`src/rtl/dpot_pkg.sv`:
```
package dpot_pkg;
  localparam int unsigned BYTE_W      = 8;
  localparam int unsigned CMD_MID_BIT = 6;
  localparam int unsigned CMD_SD_BIT  = 5;
  localparam logic [5:0]  DEV_ADDR_HI = 6'b010110;

  typedef enum logic [3:0] {
    BS_IDLE,
    BS_ADDR,
    BS_ADDR_ACK,
    BS_CMD,
    BS_CMD_ACK,
    BS_DATA,
    BS_DATA_ACK,
    BS_RD_BYTE,
    BS_RD_ACK,
    BS_RD_LOAD,
    BS_HOLD
  } bus_state_e;

  typedef struct packed {
    logic                cmd_vld;
    logic                cmd_mid;
    logic                cmd_sd;
    logic                dat_vld;
    logic [BYTE_W-1:0]   dat;
  } wiper_req_t;
endpackage

```
`src/rtl/dpot_deglitch.sv`:
```
module dpot_deglitch #(
  parameter int unsigned FILT_CYC = 13,
  parameter logic        IDLE_VAL = 1'b1
) (
  input  logic clk,
  input  logic rst_n,
  input  logic din,
  output logic dout
);
  localparam int unsigned CW = $clog2(FILT_CYC + 1);

  logic          s1_q, s2_q, out_q, out_n;
  logic [CW-1:0] cnt_q, cnt_n;

  always_comb begin
    out_n = out_q;
    cnt_n = '0;
    if (s2_q != out_q) begin
      if (cnt_q == CW'(FILT_CYC - 1)) begin
        out_n = s2_q;
      end else begin
        cnt_n = cnt_q + 1'b1;
      end
    end
  end

  always_ff @(posedge clk or negedge rst_n) begin
    if (!rst_n) begin
      s1_q  <= IDLE_VAL;
      s2_q  <= IDLE_VAL;
      out_q <= IDLE_VAL;
      cnt_q <= '0;
    end else begin
      s1_q  <= din;
      s2_q  <= s1_q;
      out_q <= out_n;
      cnt_q <= cnt_n;
    end
  end

  assign dout = out_q;
endmodule

```
`src/rtl/dpot_pwr_timer.sv`:
```
module dpot_pwr_timer #(
  parameter int unsigned PWR_WAIT = 250000
) (
  input  logic clk,
  input  logic rst_n,
  input  logic pwr_good,
  output logic ready
);
  localparam int unsigned CW = $clog2(PWR_WAIT + 1);

  logic          pg1_q, pg2_q, rdy_q, rdy_n;
  logic [CW-1:0] cnt_q, cnt_n;

  always_comb begin
    rdy_n = rdy_q;
    cnt_n = cnt_q;
    if (!pg2_q) begin
      rdy_n = 1'b0;
      cnt_n = '0;
    end else if (!rdy_q) begin
      if (cnt_q == CW'(PWR_WAIT - 1)) begin
        rdy_n = 1'b1;
      end else begin
        cnt_n = cnt_q + 1'b1;
      end
    end
  end

  always_ff @(posedge clk or negedge rst_n) begin
    if (!rst_n) begin
      pg1_q <= 1'b0;
      pg2_q <= 1'b0;
      rdy_q <= 1'b0;
      cnt_q <= '0;
    end else begin
      pg1_q <= pwr_good;
      pg2_q <= pg1_q;
      rdy_q <= rdy_n;
      cnt_q <= cnt_n;
    end
  end

  assign ready = rdy_q;
endmodule

```
`src/rtl/dpot_bus_fsm.sv`:
```
module dpot_bus_fsm
  import dpot_pkg::*;
(
  input  logic              clk,
  input  logic              rst_n,
  input  logic              ready,
  input  logic              addr_pin,
  input  logic              scl,
  input  logic              sda,
  input  logic [BYTE_W-1:0] rd_byte,
  output logic              sda_oe,
  output logic              scl_fall,
  output wiper_req_t        req
);
  bus_state_e        st_q, st_n;
  logic [3:0]        cnt_q, cnt_n;
  logic [BYTE_W-1:0] sh_q, sh_n;
  logic              oe_q, oe_n;
  logic              rw_q, rw_n;
  logic              more_q, more_n;
  logic              scl_q, sda_q;
  logic              scl_rise, start_evt, stop_evt, byte_full;

  assign scl_rise  = scl & ~scl_q;
  assign scl_fall  = ~scl & scl_q;
  assign start_evt = scl & scl_q & sda_q & ~sda;
  assign stop_evt  = scl & scl_q & ~sda_q & sda;
  assign byte_full = (cnt_q == 4'd8);

  always_comb begin
    st_n   = st_q;
    cnt_n  = cnt_q;
    sh_n   = sh_q;
    oe_n   = oe_q;
    rw_n   = rw_q;
    more_n = more_q;
    req    = '0;
    req.dat = sh_q;
    if (!ready) begin
      st_n = BS_IDLE;
      oe_n = 1'b0;
    end else if (start_evt) begin
      st_n  = BS_ADDR;
      cnt_n = '0;
      oe_n  = 1'b0;
    end else if (stop_evt) begin
      st_n = BS_IDLE;
      oe_n = 1'b0;
    end else begin
      unique case (st_q)
        BS_ADDR, BS_CMD, BS_DATA: begin
          if (scl_rise && !byte_full) begin
            sh_n  = {sh_q[BYTE_W-2:0], sda};
            cnt_n = cnt_q + 1'b1;
          end else if (scl_fall && byte_full) begin
            cnt_n = '0;
            if (st_q == BS_ADDR) begin
              if (sh_q[BYTE_W-1:1] == {DEV_ADDR_HI, addr_pin}) begin
                oe_n = 1'b1;
                rw_n = sh_q[0];
                st_n = BS_ADDR_ACK;
              end else begin
                st_n = BS_HOLD;
              end
            end else if (st_q == BS_CMD) begin
              oe_n        = 1'b1;
              req.cmd_vld = 1'b1;
              req.cmd_mid = sh_q[CMD_MID_BIT];
              req.cmd_sd  = sh_q[CMD_SD_BIT];
              more_n      = ~(sh_q[CMD_MID_BIT] | sh_q[CMD_SD_BIT]);
              st_n        = BS_CMD_ACK;
            end else begin
              oe_n        = 1'b1;
              req.dat_vld = 1'b1;
              st_n        = BS_DATA_ACK;
            end
          end
        end
        BS_ADDR_ACK, BS_RD_LOAD: begin
          if (scl_fall) begin
            if (rw_q) begin
              sh_n  = rd_byte;
              oe_n  = ~rd_byte[BYTE_W-1];
              cnt_n = 4'd1;
              st_n  = BS_RD_BYTE;
            end else begin
              oe_n = 1'b0;
              st_n = BS_CMD;
            end
          end
        end
        BS_CMD_ACK: begin
          if (scl_fall) begin
            oe_n = 1'b0;
            st_n = more_q ? BS_DATA : BS_HOLD;
          end
        end
        BS_DATA_ACK: begin
          if (scl_fall) begin
            oe_n = 1'b0;
            st_n = BS_HOLD;
          end
        end
        BS_RD_BYTE: begin
          if (scl_fall) begin
            if (byte_full) begin
              oe_n = 1'b0;
              st_n = BS_RD_ACK;
            end else begin
              sh_n  = {sh_q[BYTE_W-2:0], 1'b1};
              oe_n  = ~sh_q[BYTE_W-2];
              cnt_n = cnt_q + 1'b1;
            end
          end
        end
        BS_RD_ACK: begin
          if (scl_rise) begin
            st_n = sda ? BS_HOLD : BS_RD_LOAD;
          end
        end
        default: begin
          oe_n = 1'b0;
        end
      endcase
    end
  end

  always_ff @(posedge clk or negedge rst_n) begin
    if (!rst_n) begin
      st_q   <= BS_IDLE;
      cnt_q  <= '0;
      sh_q   <= '0;
      oe_q   <= 1'b0;
      rw_q   <= 1'b0;
      more_q <= 1'b0;
      scl_q  <= 1'b1;
      sda_q  <= 1'b1;
    end else begin
      st_q   <= st_n;
      cnt_q  <= cnt_n;
      sh_q   <= sh_n;
      oe_q   <= oe_n;
      rw_q   <= rw_n;
      more_q <= more_n;
      scl_q  <= scl;
      sda_q  <= sda;
    end
  end

  assign sda_oe = oe_q;
endmodule

```
`src/rtl/dpot_wiper_reg.sv`:
```
module dpot_wiper_reg
  import dpot_pkg::*;
#(
  parameter int unsigned TAP_W = 8
) (
  input  logic             clk,
  input  logic             rst_n,
  input  wiper_req_t       req,
  output logic [TAP_W-1:0] tap,
  output logic             sd
);
  localparam logic [TAP_W-1:0] MID = TAP_W'(1) << (TAP_W - 1);

  logic [TAP_W-1:0] tap_q, tap_n;
  logic             sd_q, sd_n;
  logic             tap_en;

  always_comb begin
    tap_n  = tap_q;
    sd_n   = sd_q;
    tap_en = 1'b0;
    if (req.cmd_vld) begin
      sd_n = req.cmd_sd;
      if (req.cmd_mid) begin
        tap_n  = MID;
        tap_en = 1'b1;
      end
    end
    if (req.dat_vld) begin
      tap_n  = req.dat[BYTE_W-1 -: TAP_W];
      tap_en = 1'b1;
    end
  end

  always_ff @(posedge clk or negedge rst_n) begin
    if (!rst_n) begin
      tap_q <= MID;
      sd_q  <= 1'b0;
    end else begin
      if (tap_en) tap_q <= tap_n;
      if (req.cmd_vld) sd_q <= sd_n;
    end
  end

  assign tap = tap_q;
  assign sd  = sd_q;
endmodule

```
`src/rtl/dpot_i2c_ctrl.sv`:
```
module dpot_i2c_ctrl
  import dpot_pkg::*;
#(
  parameter int unsigned TAP_W    = 8,
  parameter int unsigned FILT_CYC = 13,
  parameter int unsigned PWR_WAIT = 250000
) (
  input  logic             clk,
  input  logic             rst_n,
  input  logic             pwr_good,
  input  logic             addr_pin,
  input  logic             scl_in,
  input  logic             sda_in,
  output logic             sda_oe,
  output logic [TAP_W-1:0] tap_sel,
  output logic             shutdown
);
  localparam int unsigned N_LINES = 2;

  logic [N_LINES-1:0] raw_lines, flt_lines;
  logic               scl_flt, sda_flt, ready, scl_fall_evt;
  logic [BYTE_W-1:0]  rd_byte;
  wiper_req_t         req;

  assign raw_lines = {scl_in, sda_in};

  for (genvar g = 0; g < N_LINES; g++) begin : g_filt
    dpot_deglitch #(.FILT_CYC(FILT_CYC), .IDLE_VAL(1'b1)) u_flt (
      .clk  (clk),
      .rst_n(rst_n),
      .din  (raw_lines[g]),
      .dout (flt_lines[g])
    );
  end

  assign scl_flt = flt_lines[1];
  assign sda_flt = flt_lines[0];

  dpot_pwr_timer #(.PWR_WAIT(PWR_WAIT)) u_pwr (
    .clk     (clk),
    .rst_n   (rst_n),
    .pwr_good(pwr_good),
    .ready   (ready)
  );

  if (TAP_W == BYTE_W) begin : g_rd_full
    assign rd_byte = tap_sel;
  end else begin : g_rd_pad
    assign rd_byte = {tap_sel, {(BYTE_W - TAP_W){1'b0}}};
  end

  dpot_bus_fsm u_fsm (
    .clk     (clk),
    .rst_n   (rst_n),
    .ready   (ready),
    .addr_pin(addr_pin),
    .scl     (scl_flt),
    .sda     (sda_flt),
    .rd_byte (rd_byte),
    .sda_oe  (sda_oe),
    .scl_fall(scl_fall_evt),
    .req     (req)
  );

  dpot_wiper_reg #(.TAP_W(TAP_W)) u_wiper (
    .clk  (clk),
    .rst_n(rst_n),
    .req  (req),
    .tap  (tap_sel),
    .sd   (shutdown)
  );
endmodule

```
`config.mk`:
```
export PLATFORM = sky130hd
export DESIGN_NAME = dpot_i2c_ctrl
export DESIGN_NICKNAME = d
export VERILOG_FILES = /design/src/rtl/dpot_pkg.sv /design/src/rtl/dpot_deglitch.sv /design/src/rtl/dpot_pwr_timer.sv /design/src/rtl/dpot_bus_fsm.sv /design/src/rtl/dpot_wiper_reg.sv /design/src/rtl/dpot_i2c_ctrl.sv
export SDC_FILE = /design/constraint.sdc
export NUM_CORES = 1
export LEC_CHECK = 0
export BUFFER_PORTS_ARGS = -buffer_cell sky130_fd_sc_hd__buf_2
export CAP_MARGIN = 30
export CORE_ASPECT_RATIO = 1.5
export CORE_MARGIN = 4
export CORE_UTILIZATION = 30
export CTS_CLUSTER_DIAMETER = 80
export DETAILED_ROUTE_END_ITERATION = 8
export GPL_TIMING_DRIVEN = 1
export RECOVER_POWER = 50
export SLEW_MARGIN = 20
export SYNTH_ARGS = -nofsm -noshare
export SYNTH_HDL_FRONTEND = slang
export SYNTH_SLANG_ARGS = --single-unit
```
`constraint.sdc`:
```
create_clock -name clk -period 2.4 [get_ports clk]
set_input_delay 0.72 -clock clk [delete_from_list [all_inputs] [get_ports clk]]
set_output_delay 0.72 -clock clk [all_outputs]
set_load 0.02 [all_outputs]
```
* Word level (Yosys, flattened, before mapping)
Index checks and enable logic that the tools add are counted.
Cells by class: add/sub/neg operators 4, $mul 0, div/mod/pow operators 0, magnitude comparators 0, equality and inequality tests 41, shift operators 0, multiplexer cells 71, bitwise gates (word level) 19, reduce and logical (&&, ||, !) cells 20
Operators by type and width (count):
- two-way mux 4 bit | 33
- two-way mux 8 bit | 8
- two-way mux 18 bit | 3
- != test 5 x 2 -> 1 bit, second input constant | 8
- case mux 4 bit (6 select lines) | 1
- case mux 8 bit (3 select lines) | 1
- AND reduction 8 bit | 3
- == test 4 bit, second input constant | 5
- two-way mux 1 bit | 19
- adder 18 x 1 -> 18 bit, second input constant | 1
- == test 18 bit, second input constant | 1
- AND reduction 9 bit | 2
- == test 4 x 3 -> 1 bit, second input constant | 4
- adder 4 x 1 -> 4 bit, second input constant | 3
- case mux 4 bit (3 select lines) | 1
- inverter 1 bit | 11
- != test 2 x 1 -> 1 bit, second input constant | 5
- != test 3 x 1 -> 1 bit, second input constant | 3
- != test 9 x 1 -> 1 bit, second input constant | 1
- == test 4 x 2 -> 1 bit, second input constant | 2
- AND 1 bit | 7
- == test 7 x 6 -> 1 bit | 1
- AND reduction 7 bit | 1
- two-way mux 3 bit | 2
- 20 further kinds | 29
Word-level totals: flip-flop bits (word level) 65, latch bits 0, memory bits (writable) 0, memory bits (read-only) 0, input bits 6, memories kept 0

* Longest topological paths before layout
Gate-level depths: netlist of run 1.
depth in word-level cells 13, depth in mapped cells 9, mapped depth without buffers 7

* Modules after synthesis
From an unflattened synthesis of run 1, not the netlist that was laid out.
Unflattened totals: cells, all modules 347, area, all modules 3619.7 um^2
Modules (own cells, without submodules):
- dpot_bus_fsm | times used 1, cells an instance 158, area an instance 1532.7 um^2
- dpot_pwr_timer | times used 1, cells an instance 112, area an instance 1123.6 um^2
- dpot_deglitch | times used 2, cells an instance 24, area an instance 294.0 um^2
- dpot_wiper_reg | times used 1, cells an instance 29, area an instance 375.4 um^2

* Least setup slack after synthesis of run 1
OpenSTA, ideal clock, no wires.
kind reg-to-reg, start point reg u_fsm.cnt_q[0], end point reg u_fsm.sh_q[0], library setup time 0.125 ns, data arrival time 1.829 ns, data required time 2.275 ns, path slack 0.446 ns, stages on the path, launching flop included 8, path buffers 1, period minus slack after synthesis 1.954 ns, cells stage by stage dfrtp_1 > inv_1 > ha_1 > nand3b_1 > clkbuf_1 > nand2_1 > a221oi_4 > mux2_2
Between the ends: cells in the longest elaborated chain, start to end 5, elaborated cells between the ends (all ways) 6, classes of those cells eq/ne: 3; reduce/logical: 3
Ends and longest elaborated chain:
- start: declaration | RTL line dpot_bus_fsm.sv:16 | logic [3:0] cnt_q, cnt_n;
- start signal: assignment | RTL line dpot_bus_fsm.sv:140 | cnt_q <= cnt_n;
- == test 4 bit (*) | RTL line dpot_bus_fsm.sv:28 | assign byte_full = (cnt_q == 4'd8);
- zero test 1 bit | RTL line dpot_bus_fsm.sv:52 | if (scl_rise && !byte_full) begin
- logical AND 1 bit | RTL line dpot_bus_fsm.sv:52
- != test 2 x 1 -> 1 bit (no line)
- AND reduction 9 bit (no line) (*)
- end signal: assignment | RTL line dpot_bus_fsm.sv:141 | sh_q <= sh_n;
- end: declaration | RTL line dpot_bus_fsm.sv:17 | logic [BYTE_W-1:0] sh_q, sh_n;
Every way passes the cells marked *; elsewhere a longest branch is shown, timed or not. A chain may end at the register's enable or synchronous reset.

* Worst setup path in the final report of run 1
start point reg u_fsm.cnt_q[0], end point reg u_fsm.rw_q
Between the ends: cells in the longest elaborated chain, start to end 5, elaborated cells between the ends (all ways) 6, classes of those cells eq/ne: 1; bitwise: 1; reduce/logical: 4
Ends and longest elaborated chain:
- == test 4 bit (*) | RTL line dpot_bus_fsm.sv:28
- zero test 1 bit | RTL line dpot_bus_fsm.sv:52
- logical AND 1 bit | RTL line dpot_bus_fsm.sv:52
- inverter 1 bit (no line)
- AND reduction 8 bit (no line) (*)
- end signal: assignment | RTL line dpot_bus_fsm.sv:143 | rw_q <= rw_n;
- end: declaration | RTL line dpot_bus_fsm.sv:19 | logic rw_q, rw_n;
Marks and branches as above.

==> reports/metrics.cfg, run 1 <==
[sta]
slew_viol_final = 0
rsz0062_at_grt = no
slew_headroom = 0.5013
fin_setup_tns_ns = 0
finalSetupViolCount = 0
max_freq_ghz = 0.4674
worst_slew_pin_slew_ns = 0.7481
period_minus_slack_ns = 2.139
skew_ns = 0.006674
final_hold_viol_count = 0
fin_crit_sh = 0.8914

[clock_network]
cts_max_level = 3
root_buffer = clkbuf_16
ctsResizeCount = 0
cts_setup_buffers = 0
cts_buffers = 9
clk_path_buf_depth = 2
postCtsHoldBufs = 0
cts_tree = built
cts.reportedPaths.clkPinSlew_ns = 0.05
clock_sinks = 65
insertion_delay_ns = 0.33

[power]
pwr_density_cell_nw_per_um2 = 563.9
leakagePower_nw = 1.770
peakVddDrop_uv = 373.9

[worst_setup_path]
crit_type = reg2reg
end_kind = flip-flop
critPathLaunchType = flip-flop
arrival_ns = 2.35
crit_required_ns = 2.61
ff2ff_path_depth = 7
crit_fanout = 8

[final_layout]
nets = 424
diodes = 0
synthToLayoutAreaGrowth_pct = 14.77
final_util = 0.3512
final_layout_size_suffix_gt1_frac = 0.1546
fillers = 1257

[synth]
ys_warn_count = 0
synth_top_area_cell = dfrtp_1
synth_edf_count = 0
netlist_instances = 390
syn_area_um2 = 3677
synth_compound_area_frac = 0.1902
yosys_register_bits = 65
synth_area_per_cell_um2 = 9.429
synthTopCellsByArea = dfrtp_1 38%, dfstp_2 6.4%, nand2_1 4.0%
synth_xor_area_frac = 0.02620
yosys.area_share.simple = 0.2290
yosysUniqueCellTypes = 60
synth_nets = 403
synthMuxAreaShare = 0.04015
synth_top_family_by_area = simple AND/OR/NAND/NOR gates
async_reset_ff_frac = 1.000
synth-adder-area-share = 0.02382
ys.flop_type = dfrtp_1
yosysSeqAreaShare = 0.4454
synth_top_area_share = 0.3811

[die]
core_area_um2 = 12020
initial_core_util = 0.3060
die_w_um = 98.40
fp-row-count = 49
fp.dieH_um = 143.6
io_pins = 16
die_area_um2 = 14130

[detailed_routing]
routed_via_density = 5.245
wl_per_cell_um = 14.83
drtAntennaViolNets = 0
routed_wl_um = 8406
vias = 2974
dr.first_iter.drc_count = 99
drtPass1Iterations = 4
drcViolationCount = 0

[placement]
routabilityCongestion = 0.8058
io_buffers = 15
dpl.hpwl_um = 6026

[worst_hold_path]
hold_path_class = reg2reg
worstHoldPathCells = 0

[grt]
grt_first_pass_wirelength_um = 14820
grt_max_degree = 54
grt_usage = 0.1282
first_global_vias = 3029
grt_antenna_before_repair = 0
grt_overflow = 0

[run_status]
outcome = completed

[run]
cap_violations = 0

[flip-flops by register name, indices dropped and copies added, names as in the netlist]
register	cells
u_wiper.tap	8
u_fsm.st_q	4
u_pwr.ready	1
u_fsm.rw_q	1
g_filt.u_flt.s2_q	2
u_fsm.sda_q	1
u_fsm.cnt_q	4
u_fsm.sh_q	8
u_fsm.scl_q	1
u_pwr.pg1_q	1
u_pwr.pg2_q	1
u_fsm.sda_oe	1
u_pwr.cnt_q	18
u_wiper.sd	1
g_filt.u_flt.dout	2
u_fsm.more_q	1
g_filt.u_flt.s1_q	2
g_filt.u_flt.cnt_q	8
[layout by cell type (no fill, tap or decap), drive strengths merged, types with 6 or more instances in the layout]
cell type and count:
and3 6, dfrtp 56, ha 7, inv 18, buf 28, o22ai 10
a31oi 6, nor3 7, dfstp 9, mux2 6, o21ai 19, xnor2 9
mux2i 8, nand3 9, nand2b 9, nand4 10, nand2 39, nor2b 6
a21oi 29, clkbuf 16, nor2 32
[metrics by stage]
step	instances	area, µm²	hold WS, ns	setup slack [ns]	power, mW
3_3_place_gp	553	3970	0.3391	0.2914	1.229
3_5_place_dp	553	3970	0.3362	0.2433	1.234
6_report	567	4220	0.3450	0.2606	2.380
4_1_cts	567	4234	0.2797	0.2591	2.428
5_1_grt	567	4220	0.3490	0.1042	2.482
2_1_floorplan	390	3677	0.3312	0.4459	1.190
[cells in the mapped netlist, types with 2 or more instances]
master     instances
o211a_1            2
a21oi_1           29
nand4b_1           3
mux2_2             6
a21boi_0           3
and3_1             6
nor3_1             7
and2_1             4
a2bb2oi_1          2
mux2i_1            8
xor2_1             2
nand4_1           10
nand3_1            9
and4bb_2           2
inv_1             18
nor2b_1            6
dfrtp_1           56
dfstp_2            9
nor3b_1            5
a211oi_1           5
buf_6              2
nor2_1            32
or4_1              4
o21ai_0           18
clkbuf_1          13
o21a_1             4
a22oi_1            2
a31oi_1            6
buf_2              4
nor4b_1            3
nand2_1           39
xnor2_1            9
ha_1               7
o22ai_1           10
a21o_1             3
nor4_1             2
nand3b_1           3
a31o_2             2
nand2b_1           9
and4_1             3
a32o_1             2
a32oi_1            2
or2_2              2
[worst max-delay path, cell delays in order, from the launching register on]
cell,delay [ns]
dfrtp_1,0.42
inv_1,0.08
ha_1,0.14
nand3b_1,0.26
nor3_1,0.43
nand2_1,0.15
nor3_1,0.21
mux2_2,0.35
[kinds of logic (layout without fill, tap and decap cells)]
group	after synthesis	count (layout)
flip-flops	65	65
buffers and inverters	38	62
adder cells (fa/ha/maj)	7	7
AO/OA/AOI/OAI	101	101
multiplexers	14	14
AND/OR/NAND/NOR	154	154
XOR/XNOR	11	11
[path summary, 6_finish.rpt]
check | startpoint | slack [ns] | end
min reg2reg | u_pwr.pg1_q | 0.35 | u_pwr.pg2_q
max reg2reg | u_fsm.cnt_q[0] | 0.26 | u_fsm.rw_q
max in group asynchronous | rst_n | 0.74 | u_fsm.sh_q[0]
max | u_fsm.cnt_q[0] | 0.26 | u_fsm.rw_q
min in group asynchronous | rst_n | 0.41 | g_filt[1].u_flt.cnt_q[3]
min | u_pwr.pg1_q | 0.35 | u_pwr.pg2_q
[power by group]
part / switching, mW / internal (mW)
logic: 0.0487 / 0.0254
registers: 0.0172 / 1.12
clock network: 0.426 / 0.744
total: 0.492 / 1.89
[per-layer routing]
layer / vias up / part of all wire / track usage / wire [µm]
met5: - / 0 / 0 / 0
li1: 1456 / - / - / -
met2: 44 / 0.53 / 0.2303 / 4483
met4: 0 / 0.017 / 0.05396 / 147
met1: 1462 / 0.42 / 0.1474 / 3511
met3: 12 / 0.031 / 0.02623 / 263
[final cells by class]
class / count / area [µm²] / share of cell area
clock buffer: 14 / 264.0 / 0.06256
inverter: 18 / 67.56 / 0.01601
multi-input combinational: 287 / 1873 / 0.4438
sequential: 65 / 1638 / 0.3881
tap: 153 / 191.4 / 0.04536
timing repair buffer: 30 / 186.4 / 0.04417
(Power assumes the default switching activity.)
==> run 2, diff against run 1 <==
--- a/config.mk
+++ b/config.mk
@@ -17,4 +17,5 @@
 export SLEW_MARGIN = 20
 export SYNTH_ARGS = -nofsm -noshare
 export SYNTH_HDL_FRONTEND = slang
+export SYNTH_HIERARCHICAL = 1
 export SYNTH_SLANG_ARGS = --single-unit
==> run 2 against run 1 <==
Largest power group unchanged. Global-route usage shrank 0.73 points. Clock power grew 11%. Critical endpoint is now u_fsm/st_q[1]. Register-to-register slack worse by 0.04 ns. The run now ends with max-capacitance violations, max-slew violations left. First-iteration DRC count is 11% lower. Largest cell class unchanged. Flip-flop and latch count unchanged. Highest routed layer unchanged. Maximum frequency fell by 1.9%. Power grew 5.5%. Routed wire length decreased by 7.2%.
==> reports/metrics.cfg, run 2 <==
[synth]
yosys_register_bits = 65
yosysUniqueCellTypes = 67
yosysSeqAreaShare = 0.4525
synthMostInstantiatedCell = dfrtp_1
netlist_instances = 347
synth_nets = 360
ys_warn_count = 6
syn_area_um2 = 3620
netlist_top_cells_count = 56 x dfrtp_1, 29 x nand2_1, 19 x a21oi_1
ys.flop_type = dfrtp_1
synth_top_area_share = 0.3871
synth_top_area_cell = dfrtp_1
async_reset_ff_frac = 1.000
synth_area_per_cell_um2 = 10.43
synthTopCellsByArea = dfrtp_1 39%, dfstp_2 6.5%, mux2i_1 4.1%
synth_edf_count = 0

[power]
leakagePower_nw = 1.837
pwr_density_cell_nw_per_um2 = 596.3
peakVddDrop_uv = 367.5

[clock_network]
root_buffer = clkbuf_16
cts_setup_buffers = 0
postCtsHoldBufs = 0
cts_max_level = 3
clk_path_buf_depth = 2
cts.reportedPaths.clkPinSlew_ns = 0.06
insertion_delay_ns = 0.33
clock_sinks = 65
cts_tree = built
cts_buffers = 9

[worst_setup_path]
critPathLaunchType = flip-flop
cp_slowest_cell = dfstp_1
slowest_delay_ns = 0.68
arrival_ns = 2.44
end_kind = flip-flop
ff2ff_setup_slack_ns = 0.22
timing.critical_path.cells = and2b_1, o21ai_0, a221o_1, or4_1, a21oi_1
worst-path-buf-inv = 0
crit_type = reg2reg
crit_required_ns = 2.66
path_delay_family = simple AND/OR/NAND/NOR gates
crit_fanout = 8

[die]
core_area_um2 = 11650
die_area_um2 = 13920
die_w_um = 97.69
fp-row-count = 48
io_pins = 16
fp.dieH_um = 142.5
initial_core_util = 0.3107

[detailed_routing]
drcViolationCount = 0
wl_per_cell_um = 14.86
routed_wl_um = 7804
dr.first_iter.drc_count = 88
drtPass1Iterations = 5
vias = 2749
drtAntennaViolNets = 0
routed_via_density = 5.236

[sta]
fin_setup_tns_ns = 0
slew_headroom = -0.06023
skew_ns = 0.007680
fin_crit_sh = 0.9088
final_hold_viol_count = 0
holdWs_ns = 0.3455
period_minus_slack_ns = 2.181
slew_viol_final = 66
max_freq_ghz = 0.4585
worst_slew_pin_slew_ns = 1.590
layout_setup_ws_ns = 0.2189
finalSetupViolCount = 0
rsz0062_at_grt = no

[grt]
grt_usage = 0.1209
grt_overflow = 0
first_global_vias = 2868
grt_first_pass_wirelength_um = 13530
grt_max_degree = 66
grt_antenna_before_repair = 0

[final_layout]
largest_reg_flops = 18
top_register = u_pwr/cnt_q
fin_cells = 525
final_layout_size_suffix_gt1_frac = 0.2107
synthToLayoutAreaGrowth_pct = 16.32
final_common_cell = dfrtp_1
diodes = 0
final_util = 0.3614
layout_common_cells = 56 x dfrtp_1, 29 x nand2_1, 19 x a21oi_1, 15 x buf_2, 15 x mux2i_1
nets = 383

[run_status]
outcome = finished with violations
violations = max-capacitance violations, max-slew violations

[worst_hold_path]
hold_path_class = reg2reg

[run]
cap_violations = 1

[placement]
dpl.hpwl_um = 5441
routabilityCongestion = 0.8407
dp_slack_ns = 0.1578
io_buffers = 15
dp.cells = 509

==> run 2: changes by cell type after synthesis, sizes merged, moves of 5 or more <==
cell	change
a31oi	-5
nor2b	+7
o22ai	-10
a211o	+5
nor2	-22
nand2	-10
mux2i	+7
xnor2	-5
a22o	+6
o21ai	-5
nand4	-6
a21oi	-9
mux2	+11
==> run 2: final timing paths <==
| kind | from | endpoint | cells past startpoint |
|---|---|---|---|
| worst min-delay path | g_filt[0].u_flt/s1_q | g_filt[0].u_flt/s2_q | 0 |
| max in group asynchronous | rst_n | u_fsm/cnt_q[0] | 2 |
| worst max register to register | g_filt[1].u_flt/dout | u_fsm/st_q[1] | 5 |
| worst max-delay path | g_filt[1].u_flt/dout | u_fsm/st_q[1] | 5 |
| min in group asynchronous | rst_n | u_fsm/st_q[3] | 2 |
| worst min register to register | g_filt[0].u_flt/s1_q | g_filt[0].u_flt/s2_q | 0 |
==> run 2: where the power goes <==
group | switching (mW) | total, mW | internal (mW)
Combinational | 0.0486 | 0.0755 | 0.0270
Sequential | 0.0178 | 1.14 | 1.12
Clock | 0.493 | 1.30 | 0.807
Total | 0.559 | 2.51 | 1.95
==> run 2: per-layer routing <==
layer / track usage / vias to the layer above / share of wire
met5: 0 / - / 0
met4: 0.06565 / 0 / 0.023
met3: 0.02550 / 14 / 0.027
met2: 0.2183 / 47 / 0.54
met1: 0.1317 / 1352 / 0.41
li1: - / 1336 / -
==> run 2: layout make-up <==
| cell class | count | area [µm²] |
|---|---|---|
| Multi-Input combinational cell | 251 | 1861 |
| Inverter | 15 | 56.30 |
| Fill cell | 1178 | 7441 |
| Tap cell | 150 | 187.7 |
| Clock inverter | 6 | 68.82 |
| Clock buffer | 10 | 229.0 |
| Sequential cell | 65 | 1638 |
| Timing Repair Buffer | 28 | 170.2 |
==> run 2: logic make-up after synthesis <==
kind of cell,count (synthesis),share of synthesized area
AND/OR/NAND/NOR,126,0.2098
AO/OA/AOI/OAI,79,0.1559
flip-flops,65,0.4525
multiplexers,32,0.1016
buffers and inverters,31,0.03906
XOR/XNOR,7,0.01694
adder cells (fa/ha/maj),7,0.02420
==> run 2: through the flow <==
stage	cell area (µm²)	total power, mW
after floorplan	3636	1.193
after global placement	3923	1.232
after detailed placement	3923	1.236
after CTS	4220	2.566
after global routing	4210	2.628
final	4210	2.511
==> run 2: what timing repair did <==
item / 4_1_cts / 5_1_grt
resized for setup: 0 / 1
endpoints found under the setup margin: 0 / 7
hold endpoints to repair: 0 / 0
